===== src/rtl/lap_pkg.sv =====
package lap_pkg;

    typedef enum logic [1:0] {
        ASC_PRIMARY   = 2'b00,
        ASC_ACCREG    = 2'b01,
        ASC_SECONDARY = 2'b10,
        ASC_HOME      = 2'b11
    } asc_mode_e;

    typedef enum logic [1:0] {
        ST_IDLE,
        ST_WALK,
        ST_ERR,
        ST_EMPTY
    } walk_state_e;

    typedef struct packed {
        logic rd;
        logic wr;
        logic ex;
    } perm_t;

    localparam perm_t PERM_ALL   = '{rd: 1'b1, wr: 1'b1, ex: 1'b1};
    localparam perm_t PERM_EXEC  = '{rd: 1'b0, wr: 1'b0, ex: 1'b1};
    localparam perm_t PERM_RDWR  = '{rd: 1'b1, wr: 1'b1, ex: 1'b0};

    // True when an address falls in either protected low window.
    function automatic logic in_low_window(input logic [63:0] a,
                                           input int unsigned pbits,
                                           input int unsigned win);
        logic [63:0] base;
        base = 64'd1 << pbits;
        return (a < 64'(win)) || ((a >= base) && (a < base + 64'(win)));
    endfunction

endpackage


===== src/rtl/lap_page_walker.sv =====
module lap_page_walker
    import lap_pkg::*;
#(
    parameter int AW        = 64,
    parameter int LW        = 32,
    parameter int PAGE_BITS = 12,
    parameter int LOW_WIN   = 512
) (
    input  logic          clk,
    input  logic          rst,
    input  logic          load,
    input  logic          step,
    input  logic [AW-1:0] load_addr,
    input  logic [LW-1:0] load_len,
    input  logic          load_prot,
    output logic [AW-1:0] cur_addr,
    output logic          hit,
    output logic          last
);

    localparam int CW = LW + 1;
    localparam logic [AW-1:0] PG_SIZE = AW'(1) << PAGE_BITS;
    localparam logic [AW-1:0] PG_MASK = PG_SIZE - AW'(1);

    logic [AW-1:0] addr_q;
    logic [CW-1:0] remain_q;
    logic          prot_q;
    logic [CW-1:0] span;
    logic [CW-1:0] count;

    assign span  = CW'(load_addr[PAGE_BITS-1:0]) + CW'(load_len) - CW'(1);
    assign count = (span >> PAGE_BITS) + CW'(1);

    always_ff @(posedge clk) begin
        if (rst) begin
            addr_q   <= '0;
            remain_q <= '0;
            prot_q   <= 1'b0;
        end else if (load) begin
            addr_q   <= load_addr;
            remain_q <= count;
            prot_q   <= load_prot;
        end else if (step) begin
            addr_q   <= (addr_q & ~PG_MASK) + PG_SIZE;
            remain_q <= remain_q - CW'(1);
        end
    end

    assign cur_addr = addr_q;
    assign hit      = prot_q && in_low_window(64'(addr_q), PAGE_BITS, LOW_WIN);
    assign last     = (remain_q == CW'(1));

endmodule


===== config.mk =====
export PLATFORM = sky130hd
export DESIGN_NAME = lap_page_walker
export DESIGN_NICKNAME = d
export VERILOG_FILES = /design/src/rtl/lap_pkg.sv /design/src/rtl/lap_page_walker.sv
export SDC_FILE = /design/constraint.sdc
export NUM_CORES = 1
export LEC_CHECK = 0
export BUFFER_PORTS_ARGS = -buffer_cell sky130_fd_sc_hd__buf_2
export CORE_ASPECT_RATIO = 0.6
export CORE_MARGIN = 8
export CORE_UTILIZATION = 56
export DETAILED_ROUTE_END_ITERATION = 7
export GPL_TIMING_DRIVEN = 0
export PLACE_DENSITY = 0.85
export SYNTH_ARGS = -nofsm -noshare
export SYNTH_HDL_FRONTEND = slang
export SYNTH_SLANG_ARGS = --single-unit

===== constraint.sdc =====
create_clock -name clk -period 5.6 [get_ports clk]
set_clock_uncertainty 0.15 [all_clocks]
set_input_delay 1.12 -clock clk [delete_from_list [all_inputs] [get_ports clk]]
set_output_delay 1.12 -clock clk [all_outputs]
set_load 0.05 [all_outputs]

# Word level (Yosys, flattened, before mapping)

Cells that the tools add are included.

Add/subtract/negate cells: 5
Equality and inequality tests: 1
Reductions and logical operators: 4
Multiplexer cells: 4
$lt $le $gt $ge: 3

Operator list:

| kind                                                                 | count |
|---|---|
| two-way mux 64 bit                                                   | 2 |
| two-way mux 33 bit                                                   | 2 |
| subtractor 33 x 1 -> 33 bit (second input constant)                  | 2 |
| adder 64 x 13 -> 64 bit (second input constant)                      | 1 |
| greater-or-equal comparator 64 x 13 -> 1 bit (second input constant) | 1 |
| less-than comparator 64 x 10 -> 1 bit (second input constant)        | 1 |
| less-than comparator 64 x 13 -> 1 bit (second input constant)        | 1 |
| adder 12 x 32 -> 33 bit                                              | 1 |
| equality test 33 x 1 -> 1 bit (second input constant)                | 1 |
| adder 21 x 1 -> 22 bit (second input constant)                       | 1 |
| logical AND 1 bit                                                    | 2 |
| nonzero test 2 bit                                                   | 1 |
| logical OR 1 bit                                                     | 1 |

Bits in registers: 98
Output and inout bits: 66

# Longest topological paths before layout

Gate-level depths: netlist of run 1.

Depth after elaboration: 4
Mapped depth: 17
Gate-level depth less buffers: 16

# Worst setup path after synthesis of run 1

OpenSTA, ideal clock, no wires.

Path type: input-to-reg
Start point: in load_addr[4]
End point: reg remain_q[20]
Cell stages on the path: 16
Buffers on the path: 0
Data required time: 5334 ps
Path slack: 877 ps
Arrival time: 4458 ps
Cells stage by stage: inv_1 ha_1 inv_1 ha_1 and4b_1 a22o_1 and3_4 or3_1 xor2_1 ha_1 nor3b_1 nand4bb_1 nor2_1 nand3_1 nor4_1 and3b_1

Word-level cells in the longest chain between the ends: 4

Ends and longest elaborated chain:

| what                        | RTL line              | RTL |
|---|---|---|
| start: declaration          | lap_page_walker.sv:13 | `input logic [AW-1:0] load_addr,` |
| adder 12 x 32 -> 33 bit     | lap_page_walker.sv:31 | `assign span = CW'(load_addr[PAGE_BITS-1:0]) + CW'(load_len) - CW'(1);` |
| subtractor 33 x 1 -> 33 bit | lap_page_walker.sv:31 |  |
| adder 21 x 1 -> 22 bit      | lap_page_walker.sv:32 | `assign count = (span >> PAGE_BITS) + CW'(1);` |
| two-way mux 33 bit          | lap_page_walker.sv:39 | `end else if (load) begin` |
| end signal: assignment      | lap_page_walker.sv:41 | `remain_q <= count;` |
| end signal: assignment      | lap_page_walker.sv:45 | `remain_q <= remain_q - CW'(1);` |
| end: declaration            | lap_page_walker.sv:26 | `logic [CW-1:0] remain_q;` |

No other way between the ends.
A chain may end at the register's enable or synchronous reset.

# Worst setup path after layout of run 1

Ends and elaborated chain as after synthesis.

==> reports/results.tsv, run 1 <==
metric	value	unit
Max IR drop VDD	0.1801	mV
DIE AREA	17740	um^2
area growth from synthesis to layout	18.70	%
most common cell after layout, fill and taps aside	buf_2	
initial antenna violation count	0	
Final Max Slew Viols	0	
CP max FO	7	
share of layout cells above drive strength 1	0.1715	
CP bufs+invs	3	
Crit path max-delay family	simple AND/OR/NAND/NOR gates	
WL per Instance	17.23	um
Core Area	13460	um^2
DRT met1 WL	11010	um
# DRC	0	
FF-to-FF End	cur_addr[56]	
minimum clock period	5059	ps
Reg2Reg Depth	11	
dpl hpwl	18660	um
sequential share of the synthesized area	0.2572	
final hold viol count	0	
Sum Neg Setup Slack	0	ps
f_max	197.7	MHz
RSZ-0062 raised after global routing	false	
1st-iter DRT viols	878	
number of port buffers	164	
CTS tree	built	
first-pass GRT wire length	38320	um
placed cell areas	8668	um^2
Lkg Pwr	0.004046	uW
Rows	33	
Worst setup SP type	primary input	
Max Buffers Root-to-Sink	2	
Post-CTS Setup Bufs	0	
Slew Limit Headroom	0.4284	
Post-Syn Area	7629	um^2
Clock Tree Root	clkbuf_16	
Syn Nets	1176	
RePlAce Congestion	0.9431	
Die Y-Extent	106.4	um
R2R setup slack	2010	ps
most frequent cells in the layout	168 x buf_2, 165 x nor2_1, 102 x a21oi_1	
largest net degree at the start of global routing	16	
Synth cell types	84	
Setup-failing EPs final	0	
Skew-Pair Late Insertion Delay	340	ps
I/O Pins	167	
highest routed layer	met4	
Pwr per Cell Area	256.6	nW/um^2
Worst Path Required	5690	ps
CTS Hold Bufs	0	
vias post-DR	8157	
Synth Register Bits	98	
worst setup path start	load_addr[4]	
cell breakdown of the critical path	buf_2, inv_1, ha_1, inv_1, ha_1, and4b_1, a22o_1, and3_4, or3_1, xor2_1, ha_1, nor3b_1, nand4bb_1, nor2_1, nand3_1, nor4_1, and3b_1	
Num CTS Buffers	9	
vias in the first global route	7536	
Max Cap Viol	0	
clk slew on worst S/H paths	70	ps
Worst Hold End	remain_q[32]	
Crit Path Category	in2reg	
Max H-tree Level	3	
synth warn	0	
Worst R2R Start	cur_addr[12]	
Total Routing Usage GR	0.2592	
met3 wire len	2833	um
max incr delay on CP	460	ps
Crit path depth	17	
drt first pass iters	5	
final wirelength	23820	um
Final nets	1351	
part of the cycle the worst path needs	0.9034	
CP max stage cell	nor2_1	
Mapped Cells	1027	
Die X	166.7	um
syn_area_per_cell	7.428	um^2
worst hold path type	reg2reg	
main flop type after synthesis	dfxtp_1	
WHS Path Cells	2	
Antenna Cells	0	
design area	9055	um^2
total grt overflow	0	
CP most frequent cell	ha_1	
Setup crit end kind	register	
total power	2324	uW
CTS Sinks	98	
Post-synth EDFFs	0	
arrival time worst endpoint	5150	ps
cts repair resizes	0	
Met2 Wirelength	9767	um
antenna-violating nets left	0	
Hold Crit Start	remain_q[32]	
Hold Worst Slack	370.6	ps
Initial Util	0.5667	
Post-synth ARST share	0	
Via density	5.902	
worst slew pin tran	850.9	ps
outcome	completed	
==> Yosys cell counts, types with 10 or more instances <==
| library cell | instances | area share |
|---|---|---|
| nand3_1 | 41 | 0.027 |
| clkbuf_1 | 27 | 0.013 |
| xnor2_1 | 39 | 0.045 |
| ha_1 | 48 | 0.079 |
| or3_1 | 15 | 0.012 |
| nand4_1 | 15 | 0.012 |
| mux2i_1 | 10 | 0.013 |
| xor2_1 | 60 | 0.069 |
| nor3_1 | 15 | 0.0098 |
| dfxtp_1 | 98 | 0.26 |
| a211oi_1 | 19 | 0.019 |
| nor3b_1 | 14 | 0.014 |
| nand2_1 | 72 | 0.035 |
| a21oi_1 | 102 | 0.067 |
| and3_1 | 15 | 0.012 |
| nor2_1 | 165 | 0.081 |
| and2_1 | 14 | 0.011 |
| nor4_1 | 26 | 0.021 |
| o21ai_0 | 30 | 0.020 |
| inv_1 | 75 | 0.037 |
==> per-layer routing <==
layer | vias up | track usage
met3 | 24 | 0.08250
met4 | 0 | 0.04223
met2 | 434 | 0.3784
met1 | 3754 | 0.3707
li1 | 3945 | -
met5 | - | 0
==> final cells by class <==
class | count | area (um^2)
timing repair buffer | 164 | 820.8
tap | 175 | 219.0
fill | 1208 | 4405
multi-input combinational | 812 | 5179
inverter | 75 | 281.5
clock buffer | 12 | 266.5
sequential | 98 | 1962
clock inverter | 4 | 120.1
buffer | 42 | 206.4
==> kinds of logic after synthesis <==
kind of cell	after synthesis	synth area share
AO/OA/AOI/OAI	214	0.1771
XOR/XNOR	100	0.1158
adder cells (fa/ha/maj)	48	0.07873
buffers and inverters	117	0.06397
flip-flops	98	0.2572
multiplexers	10	0.01312
AND/OR/NAND/NOR	440	0.2941
==> flip-flops by register name, indices dropped and copies added, names as in the netlist <==
name and flops:
cur_addr 64, remain_q 33, prot_q 1
==> how the worst max path moves through the flow <==
stage                     slack, ps           end
after floorplan                 880  remain_q[20]
after CTS                       590  remain_q[20]
final                           540  remain_q[20]
after global placement          300  remain_q[20]
after detailed placement        250  remain_q[20]
after global routing            210  remain_q[20]
==> metrics by stage <==
step,util,std cells,setup WS (ps)
after floorplan,-,1027,876.8
final,0.6727,1382,540.8
after detailed placement,0.6440,1366,246.7
after CTS,0.6727,1382,588.4
after global placement,0.6440,1366,299.7
after global routing,0.6727,1382,205.5
==> power breakdown <==
group          internal [uW]  total, uW  switching, uW  leakage (uW)
clock                    519        788            270      0.000189
combinational            269        736            467       0.00305
sequential               744        800           56.1      0.000807
==> worst reg2reg max path: stages, from the launching register on <==
cell and delay, ps:
dfxtp_1 480, ha_1 220, nand2_1 80, or3_1 320, clkbuf_1 190, nor3_1 570
nand3_1 330, nor2_1 550, nand2_1 150, xnor2_1 150, mux2i_1 210, nor2_1 70
(Power assumes the default switching activity.)
==> run 2, diff against run 1 <==
--- a/config.mk
+++ b/config.mk
@@ -6,12 +6,15 @@
 export NUM_CORES = 1
 export LEC_CHECK = 0
 export BUFFER_PORTS_ARGS = -buffer_cell sky130_fd_sc_hd__buf_2
+export CELL_PAD_IN_SITES_DETAIL_PLACEMENT = 1
+export CELL_PAD_IN_SITES_GLOBAL_PLACEMENT = 2
 export CORE_ASPECT_RATIO = 0.6
 export CORE_MARGIN = 8
-export CORE_UTILIZATION = 56
+export CORE_UTILIZATION = 31
 export DETAILED_ROUTE_END_ITERATION = 7
 export GPL_TIMING_DRIVEN = 0
-export PLACE_DENSITY = 0.85
+export PLACE_DENSITY = 0.84
+export SLEW_MARGIN = 10
 export SYNTH_ARGS = -nofsm -noshare
 export SYNTH_HDL_FRONTEND = slang
 export SYNTH_SLANG_ARGS = --single-unit
==> run 2 against run 1 <==
- worst hold slack got worse by 9.4 ps
- sequential cell count unchanged
- maximum frequency decreased by 3.0%
- critical endpoint unchanged
==> reports/results.tsv, run 2 (synthesized netlist as in run 1, its figures left out) <==
metric	value	unit	change
outcome	completed		unchanged
number of port buffers	164		unchanged
vias in the first global route	7884		was 7536
Rows	44		was 33
I/O Pins	167		unchanged
CP max FO	7		unchanged
Hold Worst Slack	361.2	ps	was 370.6 ps
Sum Neg Setup Slack	0	ps	unchanged
Setup-failing EPs final	0		unchanged
worst slew pin tran	1085	ps	was 850.9 ps
Max Buffers Root-to-Sink	2		unchanged
Via density	5.237		was 5.902
cell breakdown of the critical path	buf_2, inv_1, ha_1, inv_1, ha_1, and4b_1, a22o_1, and3_4, or3_1, xor2_1, ha_1, nor3b_1, nand4bb_1, nor2_1, nand3_1, nor4_1, and3b_1		unchanged
Slew Limit Headroom	0.2765		was 0.4284
minimum clock period	5218	ps	was 5059 ps
Crit path max-delay family	simple AND/OR/NAND/NOR gates		unchanged
Max Cap Viol	0		unchanged
arrival time worst endpoint	5310	ps	was 5150 ps
worst slack, placed	74.41	ps	was 246.7 ps
Max IR drop VDD	0.1104	mV	was 0.1801 mV
CTS Hold Bufs	0		unchanged
Crit path depth	17		unchanged
DIE AREA	30050	um^2	was 17740 um^2
RSZ-0062 raised after global routing	false		unchanged
final hold viol count	0		unchanged
WHS Path Cells	2		unchanged
Initial Util	0.3156		was 0.5667
CP bufs+invs	3		unchanged
Die Y-Extent	137.5	um	was 106.4 um
Max H-tree Level	3		unchanged
area growth from synthesis to layout	20.26	%	was 18.70%
f_max	191.7	MHz	was 197.7 MHz
PnR worst setup slack	382.2	ps	was 540.8 ps
Core Area	24170	um^2	was 13460 um^2
final wirelength	28580	um	was 23820 um
Setup crit end kind	register		unchanged
Post-CTS Setup Bufs	0		unchanged
worst hold path type	reg2reg		unchanged
Clock Tree Root	clkbuf_16		unchanged
first-pass GRT wire length	44830	um	was 38320 um
vias post-DR	8012		was 8157
Final nets	1351		unchanged
clk slew on worst S/H paths	70	ps	about the same
Final Max Slew Viols	0		unchanged
dpl hpwl	23310	um	was 18660 um
share of layout cells above drive strength 1	0.1715		unchanged
Total Routing Usage GR	0.1861		was 0.2592
# DRC	0		unchanged
RePlAce Congestion	0.8382		was 0.9431
Pwr per Cell Area	243.9	nW/um^2	was 256.6 nW/um^2
Reg2Reg Depth	11		unchanged
Lkg Pwr	0.004009	uW	was 0.004046 uW
max incr delay on CP	490	ps	was 460 ps
drt first pass iters	4		was 5
total grt overflow	0		unchanged
CTS Sinks	98		unchanged
Num CTS Buffers	9		unchanged
most frequent cells in the layout	168 x buf_2, 165 x nor2_1, 102 x a21oi_1		unchanged
CP most frequent cell	ha_1		unchanged
total power	2238	uW	was 2324 uW
part of the cycle the worst path needs	0.9318		was 0.9034
largest net degree at the start of global routing	17		was 16
Worst Path Required	5690	ps	about the same
initial antenna violation count	2		was 0
WL per Instance	18.68	um	was 17.23 um
Skew-Pair Late Insertion Delay	350	ps	was 340 ps
Die X	218.5	um	was 166.7 um
1st-iter DRT viols	447		was 878
Crit Path Category	in2reg		unchanged
cts repair resizes	0		unchanged
Worst setup SP type	primary input		unchanged
max reg flops	64		unchanged
CTS tree	built		unchanged
CP max stage cell	nor2_1		unchanged
most common cell after layout, fill and taps aside	buf_2		unchanged
antenna-violating nets left	0		unchanged
==> run 2: changes by cell type in the layout (fill, tap and decap cells not counted) <==
cell / change
bufinv_16: -2
clkbuf_8: -3
clkinv_2: +2
clkinv_4: +1
clkinvlp_4: +2
diode_2: +1
==> run 2: cell type report <==
type / instances / area (um^2)
diodes: 1 / 2.502
plain buffers: 42 / 206.4
clock buffers: 9 / 225.2
clock inverters: 7 / 93.84
fillers: 3043 / 14990
inverters: 75 / 281.5
multi-input cells: 812 / 5179
flip-flops and latches: 98 / 1962
well taps: 322 / 402.9
repair buffers: 164 / 820.8
==> run 2: path summary, 6_finish.rpt <==
kind / startpoint / end / slack (ps)
worst max-delay path: load_addr[4] / remain_q[20] / 380
worst min-delay path: remain_q[32] / remain_q[32] / 360
worst max register to register: cur_addr[12] / cur_addr[52] / 1860
worst min register to register: remain_q[32] / remain_q[32] / 360
==> run 2: worst register-to-register path, stage by stage, from the launching register on <==
cell and delay, ps:
dfxtp_1 510, ha_1 240, nand2_1 90, or3_1 330, clkbuf_1 210, nor3_1 570, nand3_1 340, nor2_1 590
and2_1 240, xor2_1 190, mux2i_1 110, nor2_1 110
==> run 2: report_power, final <==
part,switching (uW),internal [uW]
Clock,292,391
Sequential,58.7,743
Combinational,483,269
==> run 2: per-stage QoR <==
| stage | cells | utilization | area [um^2] |
|---|---|---|---|
| 6_report | 1530 | 0.3796 | 9174 |
| 5_1_grt | 1530 | 0.3796 | 9174 |
| 4_1_cts | 1529 | 0.3795 | 9171 |
| 3_5_place_dp | 1513 | 0.3663 | 8852 |
| 3_3_place_gp | 1513 | 0.3663 | 8852 |
| 2_1_floorplan | 1027 | - | 7629 |
==> run 2: routing by layer <==
| metal | vias up | global-route usage | routed length, um | share of wire |
|---|---|---|---|---|
| met5 | - | 0 | 0 | 0 |
| met4 | 0 | 0.02230 | 197 | 0.0069 |
| met3 | 12 | 0.03991 | 1455 | 0.051 |
| met2 | 166 | 0.2605 | 11550 | 0.40 |
| met1 | 3878 | 0.2889 | 15390 | 0.54 |
| li1 | 3956 | - | - | - |
